[config.mk]
export PLATFORM = sky130hd
export DESIGN_NAME = qagu_top
export DESIGN_NICKNAME = d
export VERILOG_FILES = /design/src/rtl/qagu_pkg.sv /design/src/rtl/qagu_decode.sv /design/src/rtl/qagu_hisel.sv /design/src/rtl/qagu_addgen.sv /design/src/rtl/qagu_top.sv
export SDC_FILE = /design/constraint.sdc
export NUM_CORES = 1
export LEC_CHECK = 0
export CORE_UTILIZATION = 48
export CTS_BUF_LIST = sky130_fd_sc_hd__clkbuf_2 sky130_fd_sc_hd__clkbuf_4 sky130_fd_sc_hd__clkbuf_8
export DETAILED_ROUTE_END_ITERATION = 6
export PLACE_DENSITY_LB_ADDON = 0.12
export SYNTH_ARGS = -nofsm -noshare
export SYNTH_HDL_FRONTEND = slang
export SYNTH_SLANG_ARGS = --single-unit
[constraint.sdc]
create_clock -name clk -period 7.6 [get_ports clk]
set_input_delay 1.52 -clock clk [delete_from_list [all_inputs] [get_ports clk]]
set_output_delay 1.52 -clock clk [all_outputs]
set_load 0.02 [all_outputs]
[src/rtl/qagu_pkg.sv]
package qagu_pkg;
  typedef enum logic [2:0] {
    OP_MEM   = 3'd0,
    OP_WIDE  = 3'd1,
    OP_BRREL = 3'd2,
    OP_BRREG = 3'd3,
    OP_JLONG = 3'd4,
    OP_LRREL = 3'd5,
    OP_RSV6  = 3'd6,
    OP_RSV7  = 3'd7
  } agu_op_e;

  typedef enum logic [1:0] {
    FLT_NONE = 2'd0,
    FLT_PRIV = 2'd1
  } agu_flt_e;

  typedef enum logic [1:0] {
    HS_GBH  = 2'd0,
    HS_PCH  = 2'd1,
    HS_PAIR = 2'd2
  } hsrc_e;
endpackage

[src/rtl/qagu_decode.sv]
module qagu_decode
  import qagu_pkg::*;
(
  input  agu_op_e op,
  input  logic    user,
  input  logic    wide_ok,
  output hsrc_e   hsrc,
  output logic    use_idx,
  output logic    mem_op,
  output logic    pch_load,
  output logic    priv_fault
);
  logic wide_op;

  always_comb begin
    hsrc     = HS_GBH;
    use_idx  = 1'b1;
    mem_op   = 1'b1;
    pch_load = 1'b0;
    wide_op  = 1'b0;
    case (op)
      OP_WIDE: begin
        hsrc    = HS_PAIR;
        wide_op = 1'b1;
      end
      OP_BRREL: begin
        hsrc   = HS_PCH;
        mem_op = 1'b0;
      end
      OP_BRREG: begin
        hsrc    = HS_PCH;
        use_idx = 1'b0;
        mem_op  = 1'b0;
      end
      OP_JLONG: begin
        hsrc     = HS_PAIR;
        use_idx  = 1'b0;
        mem_op   = 1'b0;
        pch_load = 1'b1;
        wide_op  = 1'b1;
      end
      OP_LRREL: hsrc = HS_PCH;
      default: ;
    endcase
    priv_fault = wide_op & user & ~wide_ok;
  end
endmodule

[src/rtl/qagu_hisel.sv]
module qagu_hisel
  import qagu_pkg::*;
#(
  parameter int HI_W   = 48,
  parameter int BASE_W = 64
) (
  input  hsrc_e             hsrc,
  input  logic [HI_W-1:0]   gbh,
  input  logic [HI_W-1:0]   pch,
  input  logic [BASE_W-1:0] pair_hi,
  output logic [HI_W-1:0]   hi
);
  always_comb begin
    case (hsrc)
      HS_PCH:  hi = pch;
      HS_PAIR: hi = pair_hi[HI_W-1:0];
      default: hi = gbh;
    endcase
  end
endmodule

[src/rtl/qagu_addgen.sv]
module qagu_addgen #(
  parameter int HI_W   = 48,
  parameter int LO_W   = 48,
  parameter int BASE_W = 64,
  parameter int IDX_W  = 34,
  parameter int SC_W   = 2,
  localparam int AW    = HI_W + LO_W
) (
  input  logic [HI_W-1:0]   hi,
  input  logic [BASE_W-1:0] base,
  input  logic [IDX_W-1:0]  idx,
  input  logic [SC_W-1:0]   scale,
  input  logic              use_idx,
  input  logic              lin,
  output logic [AW-1:0]     addr
);
  logic [AW-1:0]   idx_ext;
  logic [AW-1:0]   idx_sc;
  logic [AW-1:0]   base_ext;
  logic [LO_W-1:0] near_lo;
  logic [AW-1:0]   far_addr;

  assign idx_ext  = {{(AW-IDX_W){idx[IDX_W-1]}}, idx};
  assign idx_sc   = use_idx ? (idx_ext << scale) : '0;
  assign base_ext = {{(AW-BASE_W){1'b0}}, base};
  // Concatenated mode: carry out of the low half is dropped.
  assign near_lo  = base[LO_W-1:0] + idx_sc[LO_W-1:0];
  // Linear mode: quadrant is an additive term, carry may cross quadrants.
  assign far_addr = {hi, {LO_W{1'b0}}} + base_ext + idx_sc;
  assign addr     = lin ? far_addr : {hi, near_lo};
endmodule

[src/rtl/qagu_top.sv]
module qagu_top
  import qagu_pkg::*;
#(
  parameter int HI_W   = 48,
  parameter int LO_W   = 48,
  parameter int BASE_W = 64,
  parameter int IDX_W  = 34,
  parameter int SC_W   = 2,
  localparam int AW    = HI_W + LO_W
) (
  input  logic              clk,
  input  logic              rst,
  input  logic              in_valid,
  input  logic [2:0]        in_op,
  input  logic              in_lin,
  input  logic              in_user,
  input  logic              in_wide_ok,
  input  logic [BASE_W-1:0] in_base,
  input  logic [BASE_W-1:0] in_pair_hi,
  input  logic [IDX_W-1:0]  in_idx,
  input  logic [SC_W-1:0]   in_scale,
  input  logic [HI_W-1:0]   in_gbh,
  input  logic [HI_W-1:0]   in_pch,
  output logic              out_valid,
  output logic [AW-1:0]     out_addr,
  output logic [1:0]        out_fault,
  output logic              out_pch_load
);
  agu_op_e       op_e;
  hsrc_e         hsrc;
  logic          use_idx, mem_op, pch_load, priv_fault;
  logic [HI_W-1:0] hi;
  logic [AW-1:0] addr_c;

  assign op_e = agu_op_e'(in_op);

  qagu_decode u_dec (
    .op(op_e), .user(in_user), .wide_ok(in_wide_ok), .hsrc(hsrc),
    .use_idx(use_idx), .mem_op(mem_op), .pch_load(pch_load), .priv_fault(priv_fault)
  );

  qagu_hisel #(.HI_W(HI_W), .BASE_W(BASE_W)) u_hi (
    .hsrc(hsrc), .gbh(in_gbh), .pch(in_pch), .pair_hi(in_pair_hi), .hi(hi)
  );

  qagu_addgen #(.HI_W(HI_W), .LO_W(LO_W), .BASE_W(BASE_W), .IDX_W(IDX_W), .SC_W(SC_W)) u_add (
    .hi(hi), .base(in_base), .idx(in_idx), .scale(in_scale),
    .use_idx(use_idx), .lin(in_lin & mem_op), .addr(addr_c)
  );

  always_ff @(posedge clk) begin
    if (rst) begin
      out_valid    <= 1'b0;
      out_addr     <= '0;
      out_fault    <= FLT_NONE;
      out_pch_load <= 1'b0;
    end else begin
      out_valid <= in_valid;
      if (in_valid) begin
        if (priv_fault) begin
          out_addr     <= '0;
          out_fault    <= FLT_PRIV;
          out_pch_load <= 1'b0;
        end else begin
          out_addr     <= addr_c;
          out_fault    <= FLT_NONE;
          out_pch_load <= pch_load;
        end
      end
    end
  end

  // result valid one cycle after the request
  a_r2_valid_follows: assert property (@(posedge clk) disable iff (rst)
    in_valid |=> out_valid);
  a_r2_idle_holds: assert property (@(posedge clk) disable iff (rst)
    !in_valid |=> !out_valid && $stable(out_addr) && $stable(out_fault));
  // disallowed wide request yields a privilege fault and no address
  a_r10_priv_fault: assert property (@(posedge clk) disable iff (rst)
    in_valid && in_user && !in_wide_ok && (op_e == OP_WIDE || op_e == OP_JLONG)
    |=> out_fault == 2'd1 && out_addr == '0 && !out_pch_load);
  // register branch keeps PC-high quadrant and never loads PC-high
  a_r5_brreg_local: assert property (@(posedge clk) disable iff (rst)
    in_valid && op_e == OP_BRREG
    |=> out_addr == {$past(in_pch), $past(in_base[LO_W-1:0])} && !out_pch_load);
  // a PC-high load only accompanies an unfaulted long jump
  a_r6_load_clean: assert property (@(posedge clk) disable iff (rst)
    out_pch_load |-> out_fault == 2'd0);
  // plain access in concatenated mode takes the global high quadrant
  a_r3_gbh_quadrant: assert property (@(posedge clk) disable iff (rst)
    in_valid && op_e == OP_MEM && !in_lin
    |=> out_addr[AW-1:LO_W] == $past(in_gbh));
endmodule

==> results.sh <==
export IMPL_status="finished clean"
export IMPL_finalHoldViolCount=0
export IMPL_via_per_inst=6.054
export IMPL_cts_hold_buf=0
export IMPL_path_delay_family="simple AND/OR/NAND/NOR gates"
export IMPL_hold_class="flop to flop"
export IMPL_ys_ff_latch=99
export IMPL_ys_types=97
export IMPL_path_clk_slew_ns=0.11
export IMPL_crit_path_frequent_cell="nor2b_1"
export IMPL_fin_crit_ns=6.930
export IMPL_p_leak_uw=0.008568
export IMPL_start_util_pct=49.22
export IMPL_path_depth=18
export IMPL_hpwl_um=48740
export IMPL_final_common_cell="clkdlybuf4s50_1"
export IMPL_top_usage_layer="met2"
export IMPL_maxCapViolations=0
export IMPL_crit_path_cell_trace="clkdlybuf4s50_1 -> nor2b_1 -> nor2b_1 -> a21oi_2 -> buf_4 -> and2_4 -> ha_1 -> fa_1 -> nand4_1 -> nor4_1 -> o21ai_0 -> and3_1 -> a21o_1 -> o211ai_2 -> a31oi_1 -> o41ai_2 -> xor2_1 -> o221ai_1"
export IMPL_rrSetupSlack_ns=6.52
export IMPL_relSlewSlack_pct=38.60
export IMPL_drtIter0Drc=1491
export IMPL_dieHeight_um=182.8
export IMPL_grt_util_met3_pct=3.376
export IMPL_postSynthCellCount=2149
export IMPL_slew_viol_final=0
export IMPL_antenna_cells=0
export IMPL_grtUsageMet2_pct=61.95
export IMPL_die_area_mm2=0.03341
export IMPL_synthArstFlopShare_pct=0
export IMPL_dp_cells=2861
export IMPL_ys_warn_count=0
export IMPL_period_share_pct=91.18
export IMPL_layout_nets=2944
export IMPL_synth_seq_area_share_pct=12.63
export IMPL_slowest_stage="fa_1"
export IMPL_cp_required_ns=7.88
export IMPL_irDropWorstVdd_mv=0.1287
export IMPL_cp_max_fo=30
export IMPL_hold_path_endpoint="out_addr[12]$_SDFFE_PP0P_"
export IMPL_critPathMaxStageDelay_ns=0.69
export IMPL_powerDensity_mw_per_mm2=174.6
export IMPL_dpl_worst_slack_ns=0.3469
export IMPL_dr_pass1_iters=5
export IMPL_cts_setup_buffers=0
export IMPL_area_growth_pct=26.29
export IMPL_ctsResizeCount=0
export IMPL_grtUsageMet1_pct=43.12
export IMPL_wirelength_um=59190
export IMPL_cts_buffers=9
export IMPL_synth_area_mm2=0.01569
export IMPL_layout_drive_gt1_share_pct=4.300
export IMPL_clock_latency_ns=0.41
export IMPL_tightest_slew_ns=0.9188
export IMPL_cp_num_buf_inv=2
export IMPL_fp_row_count=65
export IMPL_die_w_um=182.8
export IMPL_place_gp_congestion=0.9731
export IMPL_reg2reg_to="out_addr[82]$_SDFFE_PP0P_"
export IMPL_synth_top_area_share_pct=13.96
export IMPL_internal_power_uw=1732
export IMPL_critPathLaunchType="primary input"
export IMPL_path_class="primary input to flop"
export IMPL_critPathCaptureType="flop"
export IMPL_ioPinCount=369
export IMPL_min_from="out_addr[12]$_SDFFE_PP0P_"
export IMPL_antenna_left=0
export IMPL_cts_sinks=99
export IMPL_fin_setup_tns_ns=0
export IMPL_setup_ws_ns=0.6700
export IMPL_instances_no_fill=2877
export IMPL_setup_viol=0
export IMPL_drc=0
export IMPL_cts_tree="done"
export IMPL_port_buffers=351
export IMPL_grt_start_max_net_pins=63
export IMPL_seqPwrFrac_pct=18.4
export IMPL_grt_setup_unrepaired="false"
export IMPL_synth_flop_cell="dfxtp_1"
export IMPL_cts_root_buf="clkbuf_8"
export IMPL_combPwrFrac_pct=70.0
export IMPL_holdPathStages=2
export IMPL_fmax_mhz=144.3
export IMPL_critPathArrivalTime_ns=7.21
export IMPL_synth_edf_count=0
export IMPL_grt_usage_pct=34.55
export IMPL_clkPwrFrac_pct=11.6
export IMPL_reg2regPathDepth=4
export IMPL_htreeDepth=3
export IMPL_core_area_mm2=0.03188
export IMPL_vias=17420
export IMPL_switching_share_pct=49.93
export IMPL_r2r_start="out_addr[82]$_SDFFE_PP0P_"
export IMPL_synthesis_nets=2656
export IMPL_grt_pass1_vias=16900
export IMPL_skew_ns=0
export IMPL_p_switching_uw=1727
export IMPL_layout_common_cells="clkdlybuf4s50_1, nand2_1, ha_1"
export IMPL_clockBufferDepth=2
export IMPL_yosys_top_cells_area="ha_1, dfxtp_1, fa_1"
export IMPL_grt_overflow=0
export IMPL_antenna_found_initial=0
export IMPL_grt_pass1_wl_um=91090
export IMPL_syn_avg_cell_area_um2=7.301
export IMPL_yosysTopAreaCell="ha_1"
export IMPL_wire_per_inst_um=20.57
flip-flops by register name, summed over array words and instances, names as in the netlist:
name,cells
out_addr,96
out_fault,1
out_pch_load,1
out_valid,1
cell type report:
class	count	area (um^2)
flip-flops and latches	99	1982
inverters	162	608.1
fillers	2932	12070
clock inverters	7	82.58
multi-input cells	1782	12720
well taps	435	544.3
clock buffers	9	123.9
repair buffers	383	3756
synthesized netlist by cell type (all sizes together), types with 5 or more instances:
cell type / count
nand2: 280
o21ai: 184
ha: 175
a21oi: 163
inv: 162
nor2: 156
a22oi: 99
dfxtp: 99
clkbuf: 90
xnor2: 77
fa: 63
nand3: 54
a21o: 51
xor2: 48
nand4: 36
a31oi: 34
mux2i: 30
nor3: 30
o21bai: 24
nor2b: 22
o211ai: 19
and3: 16
buf: 16
nand2b: 15
o31ai: 14
a211oi: 12
a222oi: 12
nor4: 12
or2: 11
a221oi: 10
o21a: 10
and2: 9
a21boi: 8
o22ai: 8
a22o: 7
nand3b: 7
o221ai: 7
a211o: 6
or3: 6
mux2: 5
worst reg2reg max path: cells and delay by family (launching register included):
family,cells,cell delay (ns)
AO/OA/AOI/OAI,2,0.40
flip-flops,1,0.37
AND/OR/NAND/NOR,2,0.22
through the flow:
step	util [%]	power, uW	area [um^2]	hold slack [ns]
3_5_place_dp	61.51	3024	19610	0.4547
2_1_floorplan	-	2235	15690	0.5410
6_report	62.15	3459	19820	0.4766
4_1_cts	62.15	3427	19820	0.4797
5_1_grt	62.15	3701	19820	0.5046
3_3_place_gp	61.51	2997	19610	0.4469
kinds of logic after synthesis:
family	share of synthesized area, %
compound gates	29.75
fa+ha+maj	21.99
buf+inv	6.571
flops	12.63
simple gates	19.78
mux	2.273
other cells	0.02390
xor+xnor	6.978
worst max-delay path by stage:
stage,slack [ns],to,start
after floorplan,0.28,out_addr[95]$_SDFFE_PP0P_,in_op[2]
after global placement,0.51,out_addr[95]$_SDFFE_PP0P_,in_op[2]
after detailed placement,0.35,out_addr[95]$_SDFFE_PP0P_,in_op[2]
after CTS,0.77,out_addr[95]$_SDFFE_PP0P_,in_op[2]
after global routing,0.35,out_addr[95]$_SDFFE_PP0P_,in_op[2]
final,0.67,out_addr[95]$_SDFFE_PP0P_,in_op[2]
power by group through the flow:
stage                     Combinational (uW)  Clock (uW)  Sequential [uW]
after global routing                    2630         423              643
after CTS                               2390         402              636
after floorplan                         1510           0              721
final                                   2420         401              636
after detailed placement                2380           0              648
after global placement                  2350           0              647
routing by layer:
| metal | vias to the layer above | share of wire (%) |
|---|---|---|
| li1 | 8286 | - |
| met1 | 8368 | 42 |
| met2 | 670 | 49 |
| met3 | 92 | 5.8 |
| met4 | 0 | 3.2 |
| met5 | - | 0 |
Power figures use the tool's default switching activity.
